$ cat config.mk
export PLATFORM = sky130hd
export DESIGN_NAME = rot_arb4
export DESIGN_NICKNAME = d
export VERILOG_FILES = /design/src/rtl/rot_arb_pkg.sv /design/src/rtl/rot_arb_rst_sync.sv /design/src/rtl/rot_arb_ptr.sv /design/src/rtl/rot_arb_pick.sv /design/src/rtl/rot_arb_oreg.sv /design/src/rtl/rot_arb4.sv
export SDC_FILE = /design/constraint.sdc
export NUM_CORES = 1
export LEC_CHECK = 0
export BUFFER_PORTS_ARGS = -buffer_cell sky130_fd_sc_hd__buf_4
export CELL_PAD_IN_SITES_DETAIL_PLACEMENT = 1
export CELL_PAD_IN_SITES_GLOBAL_PLACEMENT = 1
export CORE_AREA = 2 2 96 98
export CTS_CLUSTER_DIAMETER = 120
export DETAILED_ROUTE_END_ITERATION = 7
export DIE_AREA = 0 0 98 100
export GPL_TIMING_DRIVEN = 0
export PLACE_DENSITY = 0.82
export SKIP_CTS_REPAIR_TIMING = 1
export SLEW_MARGIN = 25
export SYNTH_ARGS = -nofsm -noshare
export SYNTH_HDL_FRONTEND = slang
export SYNTH_SLANG_ARGS = --single-unit
$ cat constraint.sdc
create_clock -name clk -period 4.1 [get_ports clk]
set_input_delay 0.41 -clock clk [delete_from_list [all_inputs] [get_ports clk]]
set_output_delay 0.41 -clock clk [all_outputs]
set_load 0.005 [all_outputs]
$ cat src/rtl/rot_arb_pkg.sv
package rot_arb_pkg;

  // Width helper for channel indices; one bit minimum so a single-channel
  // build still elaborates.
  function automatic int unsigned idx_width(input int unsigned n);
    return (n > 1) ? $clog2(n) : 1;
  endfunction

  // Result of the rotating search.
  typedef struct packed {
    logic       hit;
    logic [7:0] idx;
  } pick_t;

endpackage

$ cat src/rtl/rot_arb_rst_sync.sv
module rot_arb_rst_sync (
  input  logic clk,
  input  logic arst_n,
  output logic srst_n
);

  logic [1:0] sync_q;

  always_ff @(posedge clk or negedge arst_n) begin
    if (!arst_n) begin
      sync_q <= 2'b00;
    end else begin
      sync_q <= {sync_q[0], 1'b1};
    end
  end

  assign srst_n = sync_q[1];

endmodule

$ cat src/rtl/rot_arb_ptr.sv
module rot_arb_ptr #(
  parameter int unsigned NUM_CH = 4,
  parameter int unsigned PTR_W  = 2
) (
  input  logic             clk,
  input  logic             rst_n,
  input  logic             adv,
  output logic [PTR_W-1:0] ptr_q,
  output logic [PTR_W-1:0] ptr_inc
);

  localparam logic [PTR_W-1:0] LAST = PTR_W'(NUM_CH - 1);

  logic [PTR_W-1:0] ptr_nxt;

  // Incremented value with wrap, also used as the look-ahead search base.
  always_comb begin
    if (ptr_q == LAST) begin
      ptr_inc = '0;
    end else begin
      ptr_inc = ptr_q + PTR_W'(1);
    end
  end

  always_comb begin
    ptr_nxt = ptr_q;
    if (adv) begin
      ptr_nxt = ptr_inc;
    end
  end

  always_ff @(posedge clk or negedge rst_n) begin
    if (!rst_n) begin
      ptr_q <= '0;
    end else if (adv) begin
      ptr_q <= ptr_nxt;
    end
  end

endmodule

$ cat src/rtl/rot_arb_pick.sv
module rot_arb_pick #(
  parameter int unsigned NUM_CH = 4,
  parameter int unsigned PTR_W  = 2
) (
  input  logic [PTR_W-1:0]  base,
  input  logic [NUM_CH-1:0] req,
  output logic              hit,
  output logic [PTR_W-1:0]  idx,
  output logic [NUM_CH-1:0] onehot
);

  // Requests rotated so that position 0 is the channel named by base.
  logic [NUM_CH-1:0] rot_req;

  for (genvar k = 0; k < NUM_CH; k++) begin : g_rot
    always_comb begin
      int unsigned pos;
      pos = (int'(base) + k) % NUM_CH;
      rot_req[k] = req[pos];
    end
  end

  // Lowest rotated position wins; map it back to an absolute channel.
  always_comb begin
    hit = 1'b0;
    idx = '0;
    for (int k = NUM_CH - 1; k >= 0; k--) begin
      if (rot_req[k]) begin
        hit = 1'b1;
        idx = PTR_W'((int'(base) + k) % NUM_CH);
      end
    end
  end

  always_comb begin
    onehot = '0;
    if (hit) begin
      onehot[idx] = 1'b1;
    end
  end

endmodule

$ cat src/rtl/rot_arb_oreg.sv
module rot_arb_oreg #(
  parameter int unsigned DATA_W = 32
) (
  input  logic              clk,
  input  logic              rst_n,
  input  logic              load,
  input  logic              hit,
  input  logic [DATA_W-1:0] din,
  output logic              out_valid,
  output logic [DATA_W-1:0] out_data
);

  logic              valid_nxt;
  logic [DATA_W-1:0] data_nxt;
  logic              data_en;

  always_comb begin
    valid_nxt = out_valid;
    data_nxt  = out_data;
    data_en   = 1'b0;
    if (load) begin
      valid_nxt = hit;
      if (hit) begin
        data_nxt = din;
        data_en  = 1'b1;
      end
    end
  end

  always_ff @(posedge clk or negedge rst_n) begin
    if (!rst_n) begin
      out_valid <= 1'b0;
    end else if (load) begin
      out_valid <= valid_nxt;
    end
  end

  always_ff @(posedge clk or negedge rst_n) begin
    if (!rst_n) begin
      out_data <= '0;
    end else if (data_en) begin
      out_data <= data_nxt;
    end
  end

endmodule

$ cat src/rtl/rot_arb4.sv
module rot_arb4 #(
  parameter int unsigned NUM_CH = 4,
  parameter int unsigned DATA_W = 32
) (
  input  logic                       clk,
  input  logic                       rst_n,
  input  logic [NUM_CH-1:0]          in_valid,
  output logic [NUM_CH-1:0]          in_ready,
  input  logic [NUM_CH*DATA_W-1:0]   in_data,
  output logic                       out_valid,
  input  logic                       out_ready,
  output logic [DATA_W-1:0]          out_data
);

  import rot_arb_pkg::*;

  localparam int unsigned PTR_W = idx_width(NUM_CH);

  logic              srst_n;
  logic              fire_out;
  logic              load;
  logic [PTR_W-1:0]  ptr_q;
  logic [PTR_W-1:0]  ptr_inc;
  logic [PTR_W-1:0]  base;
  logic              pick_hit;
  logic [PTR_W-1:0]  pick_idx;
  logic [NUM_CH-1:0] pick_oh;
  logic [DATA_W-1:0] chan_word [NUM_CH];
  logic [DATA_W-1:0] sel_word;

  rot_arb_rst_sync u_rst (
    .clk    (clk),
    .arst_n (rst_n),
    .srst_n (srst_n)
  );

  // Consumer takes the current word this cycle.
  assign fire_out = out_valid & out_ready;

  rot_arb_ptr #(.NUM_CH(NUM_CH), .PTR_W(PTR_W)) u_ptr (
    .clk     (clk),
    .rst_n   (srst_n),
    .adv     (fire_out),
    .ptr_q   (ptr_q),
    .ptr_inc (ptr_inc)
  );

  // Look ahead: search from the value the pointer takes after this handshake.
  assign base = fire_out ? ptr_inc : ptr_q;

  rot_arb_pick #(.NUM_CH(NUM_CH), .PTR_W(PTR_W)) u_pick (
    .base   (base),
    .req    (in_valid),
    .hit    (pick_hit),
    .idx    (pick_idx),
    .onehot (pick_oh)
  );

  // Output stage reloads only while the consumer is ready and reset is over.
  assign load     = out_ready & srst_n;
  assign in_ready = load ? pick_oh : '0;

  for (genvar c = 0; c < NUM_CH; c++) begin : g_slice
    assign chan_word[c] = in_data[c*DATA_W +: DATA_W];
  end

  assign sel_word = chan_word[pick_idx];

  rot_arb_oreg #(.DATA_W(DATA_W)) u_oreg (
    .clk       (clk),
    .rst_n     (srst_n),
    .load      (load),
    .hit       (pick_hit),
    .din       (sel_word),
    .out_valid (out_valid),
    .out_data  (out_data)
  );

endmodule

# After elaboration in Yosys (flattened, before gate mapping)
# Cells that the tools add are included.
op_classes:
  muxes: 27
  magnitude_cmp: 7
  n_reduce_logical: 2
  n_bitwise: 3
  eq_ne: 1
  n_addsub: 4
ops:
  columns: ["operator", "n"]
  rows:
  - ["binary-select mux 32 bit (select 2 bit)", 1]
  - ["two-way mux 32 bit", 2]
  - ["< comparator 2 x 3 -> 1 bit (second input constant)", 5]
  - ["two-way mux 2 bit", 6]
  - ["two-way mux 1 bit", 11]
  - ["binary-select mux 1 bit (select 2 bit)", 4]
  - ["two-way mux 4 bit", 2]
  - ["adder 2 x 1 -> 2 bit (second input constant)", 2]
  - ["adder 2 bit (second input constant)", 2]
  - ["greater-or-equal comparator 3 bit (second input constant)", 1]
  - ["inverter 2 -> 3 bit", 1]
  - ["AND reduction 3 bit", 1]
  - ["bitwise AND 1 bit", 2]
  - ["demux 1 bit (select 2 bit)", 1]
  - ["== test 2 bit (second input constant)", 1]
  - ["greater-or-equal comparator 2 x 1 -> 1 bit (second input constant)", 1]
  - ["logical AND 1 bit", 1]
word_totals:
  word_cells: 48
  register_bits: 37
  inputBits: 135
  out_inout_bits: 37

# Longest topological paths before layout
depth:
  word_depth: 16
  mapped_depth: 9
  ltp_nobuf: 7

# Modules after synthesis
# Synthesis repeated with hierarchy kept, for this count alone.
hier_totals:
  cells_unflattened: 156
  hier_area_um2: 2538.7
modules_own_cells:
  columns: ["module", "instances", "cells_per_inst", "area_each_um2", "seq_area_each_um2"]
  rows:
  - ["rot_arb_oreg", 1, 71, 1343.8, 825.8]
  - ["rot_arb4", 1, 48, 875.8, 0.0]
  - ["rot_arb_pick", 1, 28, 176.4, 0.0]
  - ["rot_arb_ptr", 1, 6, 88.8, 50.0]
  - ["rot_arb_rst_sync", 1, 3, 53.8, 50.0]

# Worst setup path before layout
# No wires, ideal clock.
synth_timing:
  path_kind: "register to output"
  startpoint: "register u_rst.sync_q[1]"
  endpoint: "output in_ready[0]"
  arrival_time_ns: 1.988
  setup_slack_ns: 1.702
  stages_incl_launch_ff: 6
  n_path_buf: 2
  t_required_ns: 3.690
  cell_sequence: "dfrtp_1 nand2_1 a21o_1 clkbuf_1 clkbuf_1 nor3_1"
synth_via:
  elab_chain_cells: 2
synth_lines:
  columns: ["item", "line_no", "source"]
  rows:
  - ["start: declaration", "rot_arb_rst_sync.sv:7", "logic [1:0] sync_q;"]
  - ["start signal: assignment", "rot_arb_rst_sync.sv:13", "sync_q <= {sync_q[0], 1'b1};"]
  - ["bitwise AND 1 bit", "rot_arb4.sv:60", "assign load = out_ready & srst_n;"]
  - ["two-way mux 4 bit", "rot_arb4.sv:61", "assign in_ready = load ? pick_oh : '0;"]
  - ["end: declaration", "rot_arb4.sv:8", "output logic [NUM_CH-1:0] in_ready,"]
# No other way between the ends.

# Worst setup path after layout
layout_timing:
  startpoint: "register u_ptr.ptr_q[0]"
  endpoint: "output in_ready[1]"
layout_via:
  elab_chain_cells: 16
  elab_cells_between_ends: 30
  cone_classes: "add/sub (4); order compare (2); eq/ne (1); mux (22); reduce/logical (1)"
layout_lines:
  columns: ["item", "line_no", "source"]
  rows:
  - ["start: declaration", "rot_arb_ptr.sv:8", "output logic [PTR_W-1:0] ptr_q,"]
  - ["start signal: assignment", "rot_arb_ptr.sv:36", "ptr_q <= ptr_nxt;"]
  - ["adder 2 x 1 -> 2 bit / == test 2 bit (equally long branches)", "rot_arb_ptr.sv:21, rot_arb_ptr.sv:18", null]
  - ["two-way mux 2 bit *", "rot_arb_ptr.sv:18", "if (ptr_q == LAST) begin"]
  - ["two-way mux 2 bit *", null, null]
  - ["net base[1]", "rot_arb4.sv:24", "logic [PTR_W-1:0] base;"]
  - ["adder 2 bit", "rot_arb_pick.sv:18, rot_arb_pick.sv:30", null]
  - ["binary-select mux 1 bit (select 2 bit)", "rot_arb_pick.sv:19", "rot_req[k] = req[pos];"]
  - ["two-way mux 1 bit (not written as such)", "rot_arb_pick.sv:19", null]
  - ["two-way mux 2 bit (4 in series)", "rot_arb_pick.sv:28", "if (rot_req[k]) begin"]
  - ["< comparator 2 x 3 -> 1 bit (not written as such) / greater-or-equal comparator 2 x 1 -> 1 bit (equally long branches)", "rot_arb_pick.sv:38", "onehot[idx] = 1'b1;"]
  - ["logical AND 1 bit (not written as such)", "rot_arb_pick.sv:38", null]
  - ["two-way mux 1 bit (not written as such)", "rot_arb_pick.sv:38", null]
  - ["demux 1 bit (select 2 bit)", null, null]
  - ["two-way mux 4 bit *", "rot_arb_pick.sv:37", "if (hit) begin"]
  - ["two-way mux 4 bit *", "rot_arb4.sv:61", null]
# Mark *: on every way through the listed nets, which the timed path passes. The rest lies on a longest branch. The select of a mux whose other input is x is not followed.

==> flow_summary.yaml <==
detailed_routing:
  viasPerCell: 4.859
  drc: 0
  drt-pass1-iter-count: 4
  first_iter_violations: 32
  wirelength_mm: 8.645
  vias: 2473
  drtAntennaViolNets: 0
  routedWlPerCell_um: 16.98
critical_path:
  start_kind: "flop"
  endpoint_kind: "primary output"
  arrival_ns: 2.50
  crit_chain: "ha_1, and3_4, or2_4, a31oi_1, nand2_2, buf_12, buf_6, nor3_1, buf_4"
  crit_slowest_cell: "dfrtp_1"
  worstPathMaxFanout: 10
  path_class: "flop to primary output"
  worst_ep_required_time_ns: 3.69
  max_stage_delay_ns: 0.43
synthesis:
  ys_ff_latch: 37
  syn-num-nets: 353
  synthTopCellsByArea: "dfrtp_1 36%, mux2i_1 25%, o221ai_2 17%, nand2_1 5.2%, buf_6 2.2%"
  ys_warn_count: 0
  yosysTopAreaCell: "dfrtp_1"
  synthesis.area_sq_um: 2575
  synth_top_area_share_pct: 35.96
  synth.avg_cell_area_sq_um: 11.87
  yosysSeqAreaShare_pct: 35.96
  netlist_instances: 217
  synthDistinctLibCells: 36
timing:
  setup_tns_ns: 0
  fin_crit_sh_pct: 70.96
  fin_skew_ns: 0.008536
  fin_ws_ns: 1.191
  hold_viol_final: 0
  fin_crit_ns: 2.909
  rsz0062_at_grt: "false"
  setup_viol: 0
  fmax_mhz: 343.7
  drv_slew: 0
floorplan:
  die_area_sq_um: 9800
  core-area_sq_um: 8890
  die_h_um: 100
  ioPinCount: 172
  rows: 35
  die_w_um: 98
  initial_core_util_pct: 28.97
clock_tree:
  cts-buffers-inserted: 5
  cts_sinks: 37
  root_buffer: "clkbuf_8"
  clkTransAtPathRegs_ns: 0.08
  cts_max_path_buffers: 2
  clock_latency_ns: 0.29
  tritoncts: "built"
  h-tree-depth: 2
global_route:
  grt-ovfl-total: 0
  antenna_found_initial: 0
  grt_max_degree: 23
  grt_pass1_vias: 2782
  grt_pass1_wl_mm: 14.08
  grt_usage_pct: 17.86
outcome:
  status: "finished clean"
final_layout:
  seq_area_sq_um: 927.1
  multi_input_comb_area_sq_um: 1463
  drive_above_1_share_pct: 58.29
  diodes: 0
  area_growth_pct: 60.93
  fin_nets: 533
  n_fill_cell: 1018
worst_hold_path:
  min_path_type: "flop to asynchronous set/reset pin"
placed_design:
  place_congestion: 0.8013
  place.port_buffers: 171
  place_ws_ns: 1.483
  dpl.hpwl_mm: 7.098
power:
  power.leakage_nw: 2.133
  power_density_nw_per_um2: 515.6
  max-vdd-ir-drop_uv: 189.1
job:
  cap_viol_max_count: 0
==> cell type report <==
| class | instances | share of cell area (%) |
|---|---|---|
| Buffer | 18 | 4.408 |
| Clock buffer | 6 | 1.751 |
| Sequential cell | 37 | 22.37 |
| Tap cell | 111 | 3.351 |
| Inverter | 1 | 0.09058 |
| Timing Repair Buffer | 173 | 31.88 |
| Clock inverter | 2 | 0.8454 |
| Multi-Input combinational cell | 161 | 35.30 |
==> synth_stat cells <==
cell and instances:
nor2_1 3, buf_4 2, and4bb_1 1, buf_2 2, or2_4 1, o21ai_1 1, buf_6 5, nor3_2 1
and2_1 1, bufbuf_8 2, o21ba_2 1, a21boi_1 1, nand2_1 36, or2_1 1, a21o_1 1, a21oi_2 1
a31oi_1 1, clkbuf_1 4, a2111oi_2 1, o32ai_2 1, ha_1 1, conb_1 1, mux2i_1 64, buf_8 1
inv_1 1, and3_4 1, o221ai_2 30, dfrtp_1 37, nand2_2 1, o32ai_1 1, o21a_1 1, o221ai_1 2
nand2b_1 2, nor3_1 5, clkbuf_8 1, buf_12 1
==> worst paths after layout <==
check                                start                  end  slack [ns]  depth (start not counted)
setup reg to reg            u_ptr.ptr_q[0]  u_oreg.out_data[17]        1.62                          8
setup / recovery            u_ptr.ptr_q[0]          in_ready[1]        1.19                          9
max in group asynchronous  u_rst.sync_q[1]       u_ptr.ptr_q[1]        3.46                          1
hold reg to reg            u_rst.sync_q[1]  u_oreg.out_data[22]        0.19                          0
min in group clk           u_rst.sync_q[0]      u_rst.sync_q[1]        0.36                          0
hold / removal             u_rst.sync_q[1]  u_oreg.out_data[22]        0.19                          0
==> where the power goes <==
group	switching, W	total, W	internal, W	leakage [nW]
Sequential	0.0000906	0.000604	0.000513	0.455
Combinational	0.000547	0.00122	0.000674	1.62
Clock	0.000132	0.000312	0.000181	0.0552
==> sequential cells by signal (all words and copies together) (netlist names) <==
register          flops
u_oreg.out_data      32
u_oreg.out_valid      1
u_ptr.ptr_q           2
u_rst.sync_q          2
==> worst max-delay path: cells and delay by family (launching register included) <==
family                     cells  cell delay (ns)
and+or+nand+nor                4             0.74
AOI/OAI and AO/OA              1             0.24
DFF                            1             0.43
adders and majority gates      1             0.33
buffers and inverters          3             0.46
==> routing by layer <==
| layer | global-route usage, % | vias to the layer above | share of wire [%] |
|---|---|---|---|
| met1 | 20.91 | 1176 | 40 |
| met2 | 33.88 | 100 | 54 |
| li1 | - | 1187 | - |
| met3 | 3.343 | 10 | 5.4 |
| met5 | 0 | - | 0 |
| met4 | 3.846 | 0 | 1.3 |
==> stage by stage <==
| stage | hold WS (ns) | std cells | area [sq um] | total power [W] | utilization (%) |
|---|---|---|---|---|---|
| final | 0.1899 | 509 | 4144 | 0.002137 | 46.62 |
| after global routing | 0.2289 | 509 | 4144 | 0.002291 | 46.62 |
| after CTS | -0.1218 | 508 | 4134 | 0.002174 | 46.50 |
| after detailed placement | 0.1957 | 500 | 4026 | 0.001852 | 45.29 |
| after global placement | 0.1936 | 499 | 3998 | 0.001807 | 44.97 |
| after floorplan | 0.1144 | 217 | 2575 | 0.001346 | - |
==> logic make-up (layout without fill, tap and decap cells) <==
| kind of cell | count (synthesis) | in the layout | synth area share (%) |
|---|---|---|---|
| fa+ha+maj | 1 | 1 | 0.4858 |
| flops | 37 | 37 | 35.96 |
| mux | 64 | 64 | 24.88 |
| simple gates | 53 | 53 | 9.524 |
| buf+inv | 19 | 200 | 7.239 |
| other cells | 1 | 1 | 0.1456 |
| compound gates | 42 | 42 | 21.77 |
==> cells in the final DEF, fill, tap and decap left out, drive strengths merged, types with 2 or more instances in the layout <==
| master | count |
|---|---|
| clkbuf | 11 |
| o221ai | 32 |
| nor2 | 3 |
| nand2b | 2 |
| or2 | 2 |
| o32ai | 2 |
| nand2 | 37 |
| nor3 | 6 |
| dfrtp | 37 |
| buf | 183 |
| bufbuf | 2 |
| mux2i | 64 |
Note: power is estimated with default switching activity, not from simulation.
